--- config.mk ---
export PLATFORM = sky130hd
export DESIGN_NAME = irq_aggregator
export DESIGN_NICKNAME = d
export VERILOG_FILES = /design/src/rtl/irq_agg_pkg.sv /design/src/rtl/irq_capture.sv /design/src/rtl/irq_ctrl_regs.sv /design/src/rtl/irq_prio_enc.sv /design/src/rtl/irq_aggregator.sv
export SDC_FILE = /design/constraint.sdc
export NUM_CORES = 1
export LEC_CHECK = 0
export ABC_AREA = 1
export BUFFER_PORTS_ARGS = -buffer_cell sky130_fd_sc_hd__buf_4
export CAP_MARGIN = 20
export CORE_MARGIN = 5
export CORE_UTILIZATION = 30
export DETAILED_ROUTE_END_ITERATION = 8
export PLACE_DENSITY = 0.48
export REMOVE_ABC_BUFFERS = 1
export SETUP_SLACK_MARGIN = 0.15
export SLEW_MARGIN = 0
export SYNTH_ARGS = -nofsm -noshare
export SYNTH_HDL_FRONTEND = slang
export SYNTH_SLANG_ARGS = --single-unit
--- constraint.sdc ---
create_clock -name clk -period 2.2 [get_ports clk]
set_input_delay 0.44 -clock clk [delete_from_list [all_inputs] [get_ports clk]]
set_output_delay 0.44 -clock clk [all_outputs]
set_load 0.02 [all_outputs]
--- src/rtl/irq_agg_pkg.sv ---
package irq_agg_pkg;
  localparam int unsigned DATA_W = 32;
  localparam int unsigned ADDR_W = 5;

  // Word index within the register window, bus_addr[4:2]
  typedef enum logic [2:0] {
    W_STATUS  = 3'd0,
    W_PENDING = 3'd1,
    W_ENABLE  = 3'd2,
    W_ACK     = 3'd3,
    W_SETEN   = 3'd4,
    W_CLREN   = 3'd5,
    W_VECTOR  = 3'd6,
    W_MASTER  = 3'd7
  } reg_word_e;

  localparam int unsigned M_REQ_BIT = 0;  // request output enable
  localparam int unsigned M_SRC_BIT = 1;  // hardware source enable
endpackage

--- src/rtl/irq_capture.sv ---
module irq_capture #(
  parameter int unsigned N_IN      = 32,
  parameter logic [31:0] EDGE_MASK = 32'h0000_FFFF
) (
  input  logic            clk,
  input  logic            rst_n,
  input  logic [N_IN-1:0] irq_in,
  input  logic            ack_we,
  input  logic [N_IN-1:0] ack_bits,
  output logic [N_IN-1:0] status_o
);
  logic [N_IN-1:0] hit;
  logic [N_IN-1:0] clr;

  for (genvar g = 0; g < N_IN; g++) begin : g_bit
    if (EDGE_MASK[g]) begin : g_edge
      logic prev_q;
      always_ff @(posedge clk or negedge rst_n) begin
        if (!rst_n) prev_q <= 1'b0;
        else        prev_q <= irq_in[g];
      end
      assign hit[g] = irq_in[g] & ~prev_q;
    end else begin : g_level
      assign hit[g] = irq_in[g];
    end
  end

  assign clr = ack_we ? ack_bits : '0;

  // New events win over an acknowledge in the same cycle.
  always_ff @(posedge clk or negedge rst_n) begin
    if (!rst_n) status_o <= '0;
    else        status_o <= (status_o & ~clr) | hit;
  end
endmodule

--- src/rtl/irq_ctrl_regs.sv ---
module irq_ctrl_regs
  import irq_agg_pkg::*;
#(
  parameter int unsigned N_IN = 32
) (
  input  logic              clk,
  input  logic              rst_n,
  input  logic              we,
  input  reg_word_e         sel,
  input  logic [DATA_W-1:0] wdata,
  output logic [N_IN-1:0]   enable_o,
  output logic [1:0]        master_o
);
  logic [N_IN-1:0] wbits;
  assign wbits = wdata[N_IN-1:0];

  always_ff @(posedge clk or negedge rst_n) begin
    if (!rst_n) begin
      enable_o <= '0;
    end else if (we) begin
      unique case (sel)
        W_ENABLE: enable_o <= wbits;
        W_SETEN:  enable_o <= enable_o | wbits;
        W_CLREN:  enable_o <= enable_o & ~wbits;
        default:  enable_o <= enable_o;
      endcase
    end
  end

  always_ff @(posedge clk or negedge rst_n) begin
    if (!rst_n)                      master_o <= 2'b00;
    else if (we && sel == W_MASTER)  master_o <= wdata[1:0];
  end
endmodule

--- src/rtl/irq_prio_enc.sv ---
module irq_prio_enc #(
  parameter int unsigned N_IN  = 32,
  localparam int unsigned IDX_W = (N_IN > 1) ? $clog2(N_IN) : 1
) (
  input  logic [N_IN-1:0]  req,
  output logic             found,
  output logic [IDX_W-1:0] idx
);
  // Scan from the top so the lowest set index is the last one written.
  always_comb begin
    found = 1'b0;
    idx   = '0;
    for (int i = N_IN - 1; i >= 0; i--) begin
      if (req[i]) begin
        found = 1'b1;
        idx   = IDX_W'(i);
      end
    end
  end
endmodule

--- src/rtl/irq_aggregator.sv ---
module irq_aggregator
  import irq_agg_pkg::*;
#(
  parameter int unsigned N_IN      = 32,
  parameter logic [31:0] EDGE_MASK = 32'h0000_FFFF
) (
  input  logic              clk,
  input  logic              rst_n,
  input  logic              bus_we,
  input  logic [ADDR_W-1:0] bus_addr,
  input  logic [DATA_W-1:0] bus_wdata,
  output logic [DATA_W-1:0] bus_rdata,
  input  logic [N_IN-1:0]   irq_in,
  output logic              irq_o
);
  localparam int unsigned IDX_W = (N_IN > 1) ? $clog2(N_IN) : 1;

  reg_word_e         sel;
  logic [N_IN-1:0]   status_q;
  logic [N_IN-1:0]   enable_q;
  logic [N_IN-1:0]   pending;
  logic [1:0]        master_q;
  logic              vec_found;
  logic [IDX_W-1:0]  vec_idx;
  logic [DATA_W-1:0] vec_word;
  logic              ack_we;
  logic              unused_ok;

  assign sel       = reg_word_e'(bus_addr[4:2]);
  assign unused_ok = ^bus_addr[1:0];
  assign ack_we    = bus_we && (sel == W_ACK);

  irq_capture #(.N_IN(N_IN), .EDGE_MASK(EDGE_MASK)) u_cap (
    .clk      (clk),
    .rst_n    (rst_n),
    .irq_in   (irq_in),
    .ack_we   (ack_we),
    .ack_bits (bus_wdata[N_IN-1:0]),
    .status_o (status_q)
  );

  irq_ctrl_regs #(.N_IN(N_IN)) u_regs (
    .clk      (clk),
    .rst_n    (rst_n),
    .we       (bus_we),
    .sel      (sel),
    .wdata    (bus_wdata),
    .enable_o (enable_q),
    .master_o (master_q)
  );

  assign pending = status_q & enable_q;

  irq_prio_enc #(.N_IN(N_IN)) u_enc (
    .req   (pending),
    .found (vec_found),
    .idx   (vec_idx)
  );

  assign vec_word = vec_found ? DATA_W'(vec_idx) : '1;
  assign irq_o    = master_q[M_REQ_BIT] & master_q[M_SRC_BIT] & (|pending);

  always_comb begin
    unique case (sel)
      W_STATUS:  bus_rdata = DATA_W'(status_q);
      W_PENDING: bus_rdata = DATA_W'(pending);
      W_ENABLE:  bus_rdata = DATA_W'(enable_q);
      W_VECTOR:  bus_rdata = vec_word;
      W_MASTER:  bus_rdata = DATA_W'(master_q);
      default:   bus_rdata = '0;  // write-only aliases read as zero
    endcase
  end
endmodule

* Word level (Yosys, flattened, before mapping)
Index checks and enable logic that the tools add are counted.
Word-level totals: word-level logic and storage cells 141, input bits 72, output and inout bits 33, bits in registers 82
Operators by class: eq/ne operators 7, muxes and demuxes 68, reduce and logical (&&, ||, !) cells 6, bitwise operators 41
Operators with widths (number):
- 5-bit 2-to-1 mux | 32
- 32-bit case mux with 5 select lines | 1
- 32-bit AND | 3
- 32-bit case mux with 3 select lines | 1
- 32-bit 2-to-1 mux | 2
- 32-bit NOT | 2
- 32-bit bitwise OR | 2
- 1-bit 2-to-1 mux | 32
- 32-bit OR reduction | 1
- 1-bit AND | 18
- 1-bit NOT | 16
- 3-bit == test, second input constant | 4
- 3-bit by 2-bit == test with 1-bit output, second input constant | 2
- 3-bit by 1-bit == test with 1-bit output, second input constant | 1
- 3-bit logical NOT | 1
- 3-bit nonzero test | 1
- 1-bit logical AND | 2
- 2-bit AND reduction | 1

* Depth between registers and ports, before layout
Gate-level depths: netlist of run 1.
depth after elaboration 35, mapped depth 34, depth with buffers taken out 34

* Modules after synthesis
From an unflattened synthesis of run 1, not the netlist that was laid out.
Second synthesis, totals: cells, all modules 782, area total of the unflattened synthesis 5288.8 um^2
By module, submodules not included:
- irq_ctrl_regs | times used 1, cells each 259, area each 1851.8 um^2
- irq_capture | times used 1, cells each 195, area each 1775.5 um^2
- irq_aggregator | times used 1, cells each 221, area each 1218.7 um^2
- irq_prio_enc | times used 1, cells each 107, area each 442.9 um^2

* Least setup slack after synthesis of run 1
OpenSTA, ideal clock, no wires.
path kind register to output, start point register u_cap.status_o[30], end point output bus_rdata[0], required time 1.760 ns, path buffers 0, slack -0.160 ns, arrival time 1.920 ns, cell stages (with the launch flop) 34, cells stage by stage dfrtp_1 > nand2_2 > nand2_1 > nand2_1 > nand2_1 > nand2_1 > nand2_1 > nand2_1 > nand2_1 > nand2_1 > nand2_1 > nand2_1 > nand2_1 > nand2_1 > nand2_1 > nand2_1 > nand2_1 > nand2_1 > nand2_1 > nand2_1 > nand2_1 > nand2_1 > nand2_1 > nand2_1 > nand2_1 > nand2_1 > nand2_1 > nand2_1 > nand2_1 > nand2_1 > nand2_1 > nand2_1 > nand2_1 > nand2_1
On the way: cells in the longest elaborated chain, start to end 34, elaborated cells between the ends (all ways) 65
RTL lines:
- from (decl) | line irq_capture.sv:10 | output logic [N_IN-1:0] status_o
- from (signal assigned) | line irq_capture.sv:33 | else status_o <= (status_o & ~clr) | hit;
- 32-bit AND (*) | line irq_aggregator.sv:52 | assign pending = status_q & enable_q;
- 5-bit 2-to-1 mux / 1-bit 2-to-1 mux (equally long branches) (31 in series) | line irq_prio_enc.sv:14 | if (req[i]) begin
- 32-bit 2-to-1 mux (*) | line irq_aggregator.sv:60 | assign vec_word = vec_found ? DATA_W'(vec_idx) : '1;
- 32-bit case mux with 5 select lines (*) | line irq_aggregator.sv:64 | unique case (sel)
- to (decl) | line irq_aggregator.sv:12 | output logic [DATA_W-1:0] bus_rdata,
Every way passes the cells marked *; elsewhere a longest branch is shown, timed or not.

* Worst setup path after layout of run 1
start point register u_cap.status_o[31], end point output bus_rdata[0]
On the way: cells in the longest elaborated chain, start to end 35, elaborated cells between the ends (all ways) 67
RTL lines (line):
- 32-bit AND (*) | irq_aggregator.sv:52
- 5-bit 2-to-1 mux / 1-bit 2-to-1 mux (equally long branches) (32 in series) | irq_prio_enc.sv:14
- 32-bit 2-to-1 mux (*) | irq_aggregator.sv:60
- 32-bit case mux with 5 select lines (*) | irq_aggregator.sv:64
Marks and branches as above.

==> results of run 1 <==
[flip-flops by register name (all words and copies together), names as in the netlist]
signal / cells
u_cap.status_o: 32
u_regs.enable_o: 32
u_cap.g_bit.g_edge.prev_q: 16
u_regs.master_o: 2
[worst paths after layout]
path / start / end / slack, ns / cells after the start
min in group clk: irq_in[9] / u_cap.g_bit[9].g_edge.prev_q / 0.20 / 1
worst min-delay path: rst_n / u_cap.g_bit[6].g_edge.prev_q / 0.06 / 1
worst max-delay path: u_cap.status_o[31] / bus_rdata[0] / -0.79 / 35
worst min register to register: u_cap.g_bit[10].g_edge.prev_q / u_cap.status_o[10] / 0.41 / 1
worst max register to register: u_regs.enable_o[17] / u_regs.enable_o[17] / 1.18 / 5
max in group asynchronous: rst_n / u_cap.status_o[27] / 1.48 / 2
[power groups by stage]
stage | Combinational (W) | Sequential (W) | Clock, W
2_1_floorplan | 0.000720 | 0.00179 | 0
3_3_place_gp | 0.00135 | 0.00180 | 0
3_5_place_dp | 0.00136 | 0.00181 | 0
4_1_cts | 0.00156 | 0.00178 | 0.00171
5_1_grt | 0.00180 | 0.00180 | 0.00177
6_report | 0.00162 | 0.00178 | 0.00167
[cell families after synthesis]
family | after synthesis
AOI/OAI and AO/OA | 188
and+or+nand+nor | 166
buffers and inverters | 127
DFF | 82
[layout by cell type, fill, tap and decap left out, drive strengths merged]
cell type  instances
nand4              1
a31oi              1
bufinv             2
nor4               2
a221oi             1
clkbuf            10
o31ai              3
clkinv             3
a22o               1
dfrtp             82
a21o               1
a22oi              2
nor3               4
buf              197
nor2              24
nand3              3
inv              104
clkinvlp           1
nand2            132
o22ai             61
a21oi             61
o21ai             55
o2111ai            1
a21boi             1
[critical path, delay by kind of cell, from the launching register on]
family        cells  cell delay (ns)
buf+inv           2             0.18
flops             1             0.39
simple gates     33             1.61
[per-stage QoR]
step	utilization	cells	hold WS, ns
2_1_floorplan	-	540	0.144
3_3_place_gp	0.412	890	0.403
3_5_place_dp	0.412	890	0.411
4_1_cts	0.482	925	0.0750
5_1_grt	0.494	933	0.0945
6_report	0.494	933	0.0640
[Yosys cell counts, types with 2 or more instances]
master / n
buf_1: 3
o21ai_1: 3
inv_1: 102
a21oi_1: 60
nor2_1: 24
nor3_1: 4
nor4_1: 2
o31ai_1: 3
o22ai_1: 61
nand3_1: 3
a22oi_1: 2
nand2_2: 14
o21ai_0: 52
nand2_1: 113
clkbuf_1: 20
inv_2: 2
dfrtp_1: 82
nand2_4: 5
[per-layer routing]
metal  track usage  share of wire
met5             0              0
met4        0.0630          0.018
met3        0.0289          0.047
met2         0.311           0.49
met1         0.237           0.44
[repair_timing]
action,CTS,global route
endpoints found under the setup margin,33,33
setup buffers,16,8
pin swaps,23,17
cloned,3,0
resized for setup,112,27
[final cells by class]
type | instances | area (µm²)
clock inverters | 6 | 90.1
repair buffers | 197 | 1770
inverters | 104 | 390
fillers | 1373 | 7050
well taps | 180 | 225
clock buffers | 10 | 239
multi-input cells | 354 | 2120
flip-flops and latches | 82 | 2050
==> reports/qor.txt, run 1 <==
Status: finished, violations left
Failing checks: negative setup slack
Final WS setup: -0.787 ns
#FFs+latches synth: 82
Synth unique cells: 26
CP Class: reg -> out
Die area: 16800 µm²
Final wirelength: 14.8 mm
Avg Vias per Cell: 4.86
DRC: 0
Power per cell area: 737 nW/µm²
CP endpoint kind: output pin
Adder-cell share of the synthesized area: 0
Fraction of layout cells with a size suffix above 1: 0.388
Combinational family with the most area after synthesis: compound AO/OA/AOI/OAI gates
Critical path peak fanout: 2
Worst-margin pin slew: 0.552 ns
Max stage delay cell, worst path: dfrtp_1
Initial antenna violation count: 0
# nets final: 820
Largest area contributor in the netlist: dfrtp_1
Sequential share of power: 0.351
Iteration-0 DRC Markers: 203
Final Hold Vio Count: 0
CP Data Arrival Time: 2.55 ns
I/O pins: 105
Post-route setup TNS: -13.33 ns
Slew Viols, Final: 0
Vias: 4533
Chip Width: 130 µm
Clk sinks: 82
Mux contribution to synthesized area: 0
Vias in the first global route: 4680
Worst setup SP type: flop
FMAX: 335 MHz
Worst VDD drop: 0.000333 V
Post-route cell area: 6890 µm²
Synth top area share: 0.478
Final setup skew: 0.00555 ns
Post-synthesis sequential area ratio: 0.478
Area growth syn-to-layout: 60.5%
XOR/XNOR share of the synthesized area: 0
Placed Area: 5740 µm²
Die height: 130 µm
Router iterations before antenna repair: 6
Gr ovfl total: 0
Compound-Gate Fraction of Synth Area: 0.245
Starting Density: 0.308
RSZ-0062 raised after global routing: true
Root Driver: clkbuf_16
CTS Buf Count: 9
Largest net degree at the start of global routing: 48
Leak pwr: 3.45 nW
Most Frequent Cell on Critical Path: nand2_1
Internal power: 0.00349 W
Global-route wire length before repair: 23.8 mm
Wire length per cell after detailed routing: 15.9 µm
Post-synth EDFFs: 0
Post-synth ARST share: 1.00
CP required: 1.76 ns
Max Cap Violations: 0
Hold Crit Class: in -> async
Dpl hpwl: 9.88 mm
N_diodes: 0
Minimum clock period: 2.99 ns
Max clock buf depth: 2
Post-synthesis cell area: 4290 µm²
Combinational fraction of design power: 0.320
Total power: 0.00508 W
Clk_lat worst skew: 0.35 ns
Post-route ant nets: 0
Post-synth top flop: dfrtp_1
Psw: 0.00159 W
Relative slew margins: 0.632
Clock power share: 0.329
Avg Inst Size Synth: 7.62 µm²
# port buffers: 102
Top post-synthesis cells by area: dfrtp_1 48%, nand2_1 9.9%, inv_1 8.9%
Simple-Gate Fraction of Synth Area: 0.166
GPL Wtd Cong: 0.850
GRT Total Usage: 0.183
H-tree levels: 3
Switching Fraction: 0.313
Number of cell rows: 43
Setup-failing EPs final: 33
# hold bufs at CTS: 0
Syn. warnings: 0
Final worst-path cycle share: 1.36
Core area: 13900 µm²
Mapped Cells: 563
CP max stage delay: 0.39 ns
Placement Setup Slack: -0.465 ns
Clock slew at reported path FFs: 0.06 ns
TritonCTS clock tree: done
Note: power is estimated with default switching activity, not from simulation.
==> run 2: changes to the inputs <==
REMOVE_ABC_BUFFERS = unset   (was 1)
SETUP_SLACK_MARGIN = unset   (was 0.15)
==> reports/qor.txt, run 2 (same netlist as run 1, synthesis figures left out) <==
Max clock buf depth: 2
Filler instances: 1350
GPL Wtd Cong: 0.818
FMAX: 328 MHz
CP endpoint kind: output pin
Minimum clock period: 3.05 ns
Final Hold Vio Count: 0
Final setup skew: 0.00144 ns
Max Cap Violations: 0
Largest regs: u_cap.status_o: 32 flops, u_regs.enable_o: 32 flops, u_cap.g_bit.g_edge.prev_q: 16 flops
GRT Total Usage: 0.174
# nets final: 815
I/O pins: 105
Slew Viols, Final: 0
Critical path peak fanout: 2
Worst-margin pin slew: 0.473 ns
Vias in the first global route: 4663
CP required: 1.76 ns
CTS Buf Count: 9
Starting Density: 0.308
Hold Crit Class: in -> async
RSZ-0062 raised after global routing: true
Iteration-0 DRC Markers: 253
Clk_lat worst skew: 0.34 ns
Worst VDD drop: 0.000452 V
Post-route cell area: 6810 µm²
Die area: 16800 µm²
Internal power: 0.00355 W
Psw: 0.00155 W
Status: finished, violations left
Final worst-path cycle share: 1.39
Syn nets: 635
Power per cell area: 748 nW/µm²
Global-route wire length before repair: 22.8 mm
Placed Area: 5820 µm²
Router iterations before antenna repair: 4
N_diodes: 0
H-tree levels: 3
Final wirelength: 13.9 mm
Setup-failing EPs final: 33
Final WS setup: -0.850 ns
DRC: 0
Commonest non-fill, non-tap cell in the layout: buf_4
Root Driver: clkbuf_16
Failing checks: negative setup slack
Number of cell rows: 43
Clock slew at reported path FFs: 0.06 ns
Final Hold Slack: 0.114 ns
CP Data Arrival Time: 2.61 ns
Post-route ant nets: 0
Most frequent cells in the layout: 144 x buf_4, 102 x inv_1, 82 x dfrtp_1
Area growth syn-to-layout: 58.6%
Relative slew margins: 0.685
Chip Width: 130 µm
Max stage delay cell, worst path: dfrtp_1
Gr ovfl total: 0
CP Class: reg -> out
Clock power share: 0.338
Most Frequent Cell on Critical Path: nand2_1
Sequential share of power: 0.350
Core area: 13900 µm²
Worst setup SP type: flop
Dpl hpwl: 9.78 mm
# port buffers: 102
Vias: 4458
Wire length per cell after detailed routing: 15.1 µm
Largest net degree at the start of global routing: 83
Switching Fraction: 0.304
Avg Vias per Cell: 4.81
CP max stage delay: 0.38 ns
TritonCTS clock tree: done
Die height: 130 µm
Clk sinks: 82
Fraction of layout cells with a size suffix above 1: 0.378
Initial antenna violation count: 0
Combinational fraction of design power: 0.312
Leak pwr: 3.41 nW
[run 2: final cells by class]
cell class                 count  area (µm²)  area share
clock buffer                   9         225      0.0331
clock inverter                 5         104      0.0153
inverter                     104         390      0.0573
multi-input combinational    354        2100       0.309
sequential                    82        2050       0.301
tap                          180         225      0.0331
timing repair buffer         192        1710       0.251
[run 2: timing repair]
item | CTS | global route
pin swaps | 22 | 26
cloned | 2 | 0
gates resized for setup | 109 | 8
hold buffers | 0 | 0
endpoints found under the setup margin | 33 | 33
buffers inserted | 18 | 9
[run 2: critical path, delay by kind of cell (launching register included)]
family,cells,cell delay (ns)
buffers and inverters,2,0.17
DFF,1,0.38
and+or+nand+nor,33,1.71
[run 2: per-layer routing]
metal,routed length [µm],track usage,vias to the layer above
met5,0,0,-
met3,795,0.0478,15
met4,191,0.0477,0
met2,6870,0.297,106
li1,-,-,2221
met1,6090,0.217,2116
[run 2: path summary, 6_finish.rpt]
check	cells after the start	endpoint	slack [ns]	startpoint
worst max-delay path	35	bus_rdata[0]	-0.85	u_regs.enable_o[31]
worst min-delay path	2	u_cap.status_o[28]	0.11	rst_n
worst max register to register	4	u_cap.status_o[17]	1.32	u_cap.status_o[17]
worst min register to register	1	u_cap.status_o[7]	0.41	u_cap.g_bit[7].g_edge.prev_q
max in group asynchronous	2	u_cap.status_o[21]	1.71	rst_n
min in group clk	1	u_cap.g_bit[13].g_edge.prev_q	0.21	irq_in[13]
[run 2: through the flow]
stage	setup slack [ns]	instances	total power (W)	setup TNS (ns)	util
3_3_place_gp	-0.504	892	0.00316	-11.44	0.418
6_report	-0.850	926	0.00509	-17.44	0.489
4_1_cts	-0.899	921	0.00511	-17.42	0.485
2_1_floorplan	-0.124	563	0.00253	-0.124	-
5_1_grt	-1.17	926	0.00539	-21.41	0.489
3_5_place_dp	-0.525	892	0.00318	-11.29	0.418
[run 2: power by group through the flow]
| stage | combinational [W] | sequential (W) | clock (W) |
|---|---|---|---|
| global route | 0.00176 | 0.00180 | 0.00183 |
| finish | 0.00159 | 0.00178 | 0.00172 |
| global placement | 0.00136 | 0.00180 | 0 |
| detailed placement | 0.00137 | 0.00181 | 0 |
| floorplan | 0.000743 | 0.00179 | 0 |
| CTS | 0.00156 | 0.00178 | 0.00177 |
==> run 3: changes to the inputs <==
CORE_MARGIN = unset   (was 5)
CORE_UTILIZATION = 48   (was 30)
PLACE_DENSITY = 0.72   (was 0.48)
==> reports/qor.txt, run 3 (same netlist as run 1, synthesis figures left out) <==
Worst setup SP type: flop
Gr ovfl total: 0
Leak pwr: 3.27 nW
Commonest non-fill, non-tap cell in the layout: buf_4
# nets final: 807
Clock power share: 0.274
Sequential share of power: 0.391
Hold Crit Class: in -> async
Minimum clock period: 3.05 ns
Switching Fraction: 0.326
Vias: 4611
Placed Area: 5640 µm²
Top layer reached by signal wires: met4
CP Class: reg -> out
Total power: 0.00456 W
Post-placement cell count: 807
Starting Density: 0.495
N_diodes: 0
Chip Width: 96.6 µm
CTS Buf Count: 9
CP Data Arrival Time: 2.61 ns
Most frequent cells in the layout: 146 x buf_4, 102 x inv_1, 82 x dfrtp_1
Largest net degree at the start of global routing: 44
Final WS setup: -0.846 ns
Core area: 8680 µm²
Met3 WL: 785 µm
Post-route cell area: 6340 µm²
# hold bufs at CTS: 0
Clk_lat worst skew: 0.36 ns
Met2 WL: 6.37 mm
Syn nets: 635
Status: finished, violations left
Clk sinks: 82
Worst VDD drop: 0.000475 V
GPL Wtd Cong: 0.941
CP max stage delay: 0.40 ns
Final worst-path cycle share: 1.38
Psw: 0.00149 W
Initial antenna violation count: 0
FMAX: 328 MHz
WL met1: 5.27 mm
Die height: 96.6 µm
Power per cell area: 718 nW/µm²
Slew Viols, Final: 0
Most Frequent Cell on Critical Path: nand2_1
Final setup skew: 0.0109 ns
Iteration-0 DRC Markers: 197
CP required: 1.76 ns
# port buffers: 102
Vias in the first global route: 4460
Setup-failing EPs final: 33
Max stage delay cell, worst path: dfrtp_1
Global-route wire length before repair: 19.9 mm
Max Cap Violations: 0
Largest regs: u_cap.status_o: 32 flops, u_regs.enable_o: 32 flops, u_cap.g_bit.g_edge.prev_q: 16 flops
GRT Total Usage: 0.280
Area growth syn-to-layout: 47.8%
Internal power: 0.00307 W
Final Hold Vio Count: 0
Post-route setup TNS: -17.20 ns
CP endpoint kind: output pin
Fraction of layout cells with a size suffix above 1: 0.364
Worst-margin pin slew: 0.555 ns
Combinational fraction of design power: 0.334
Critical path peak fanout: 2
DRC: 1
Post-route ant nets: 0
TritonCTS clock tree: done
Final wirelength: 12.8 mm
Router iterations before antenna repair: 6
I/O pins: 105
Wire length per cell after detailed routing: 15.1 µm
Number of cell rows: 34
H-tree levels: 3
Max clock buf depth: 2
Die area: 9320 µm²
Dpl hpwl: 8.54 mm
Placement Setup Slack: -0.453 ns
Root Driver: clkbuf_8
Clock slew at reported path FFs: 0.08 ns
Relative slew margins: 0.630
RSZ-0062 raised after global routing: true
Layout Cells excl Fill: 848
Avg Vias per Cell: 5.44
Failing checks: design-rule violations, negative setup slack
-- run 3: changes by cell type in the layout (fill, tap and decap cells not counted), sizes merged --
| cell | previous run | this run |
|---|---|---|
| clkinvlp | 0 | 1 |
| clkbuf | 9 | 12 |
| buf | 192 | 183 |
| bufinv | 3 | 2 |
-- run 3: critical path: cells and delay by family (launching register included) --
| kind | cells | cell delay, ns |
|---|---|---|
| buffers and inverters | 2 | 0.16 |
| DFF | 1 | 0.40 |
| and+or+nand+nor | 33 | 1.68 |
-- run 3: final timing paths --
check	startpoint	end	slack (ns)	depth (start not counted)
min in group clk	irq_in[9]	u_cap.g_bit[9].g_edge.prev_q	0.18	1
hold reg to reg	u_cap.g_bit[10].g_edge.prev_q	u_cap.status_o[10]	0.42	1
hold / removal	rst_n	u_cap.status_o[25]	0.06	1
setup reg to reg	u_regs.enable_o[31]	u_regs.enable_o[31]	1.25	4
setup / recovery	u_regs.enable_o[31]	bus_rdata[0]	-0.85	35
max in group asynchronous	rst_n	u_cap.status_o[7]	1.53	2
-- run 3: metrics by stage --
stage	utilization	hold slack (ns)
CTS	0.708	0.0766
global placement	0.649	0.401
floorplan	-	0.144
finish	0.731	0.0608
global route	0.731	0.0898
detailed placement	0.649	0.414
-- run 3: repair_timing --
item	4_1_cts	5_1_grt
gates resized for setup	32	36
pin swaps	14	11
endpoints found under the setup margin	33	33
hold endpoints to repair	0	0
gates cloned	1	1
setup buffers	16	7
-- run 3: layer usage --
metal	vias to the layer above	track usage
met4	0	0.131
li1	2207	-
met3	30	0.0501
met5	-	0
met1	2190	0.351
met2	184	0.467
-- run 3: power by group through the flow --
stage               clock [W]  sequential [W]  combinational [W]
detailed placement          0         0.00181            0.00131
CTS                   0.00126         0.00178            0.00142
global route          0.00132         0.00180            0.00167
floorplan                   0         0.00179           0.000743
global placement            0         0.00180            0.00128
finish                0.00125         0.00178            0.00152
-- run 3: final cells by class --
class                      instances  area [µm²]
timing repair buffer             184        1590
clock buffer                      11         141
multi-input combinational        354        1950
tap                              108         135
fill                             695        2330
inverter                         104         390
sequential                        82        2050
clock inverter                     5        85.1
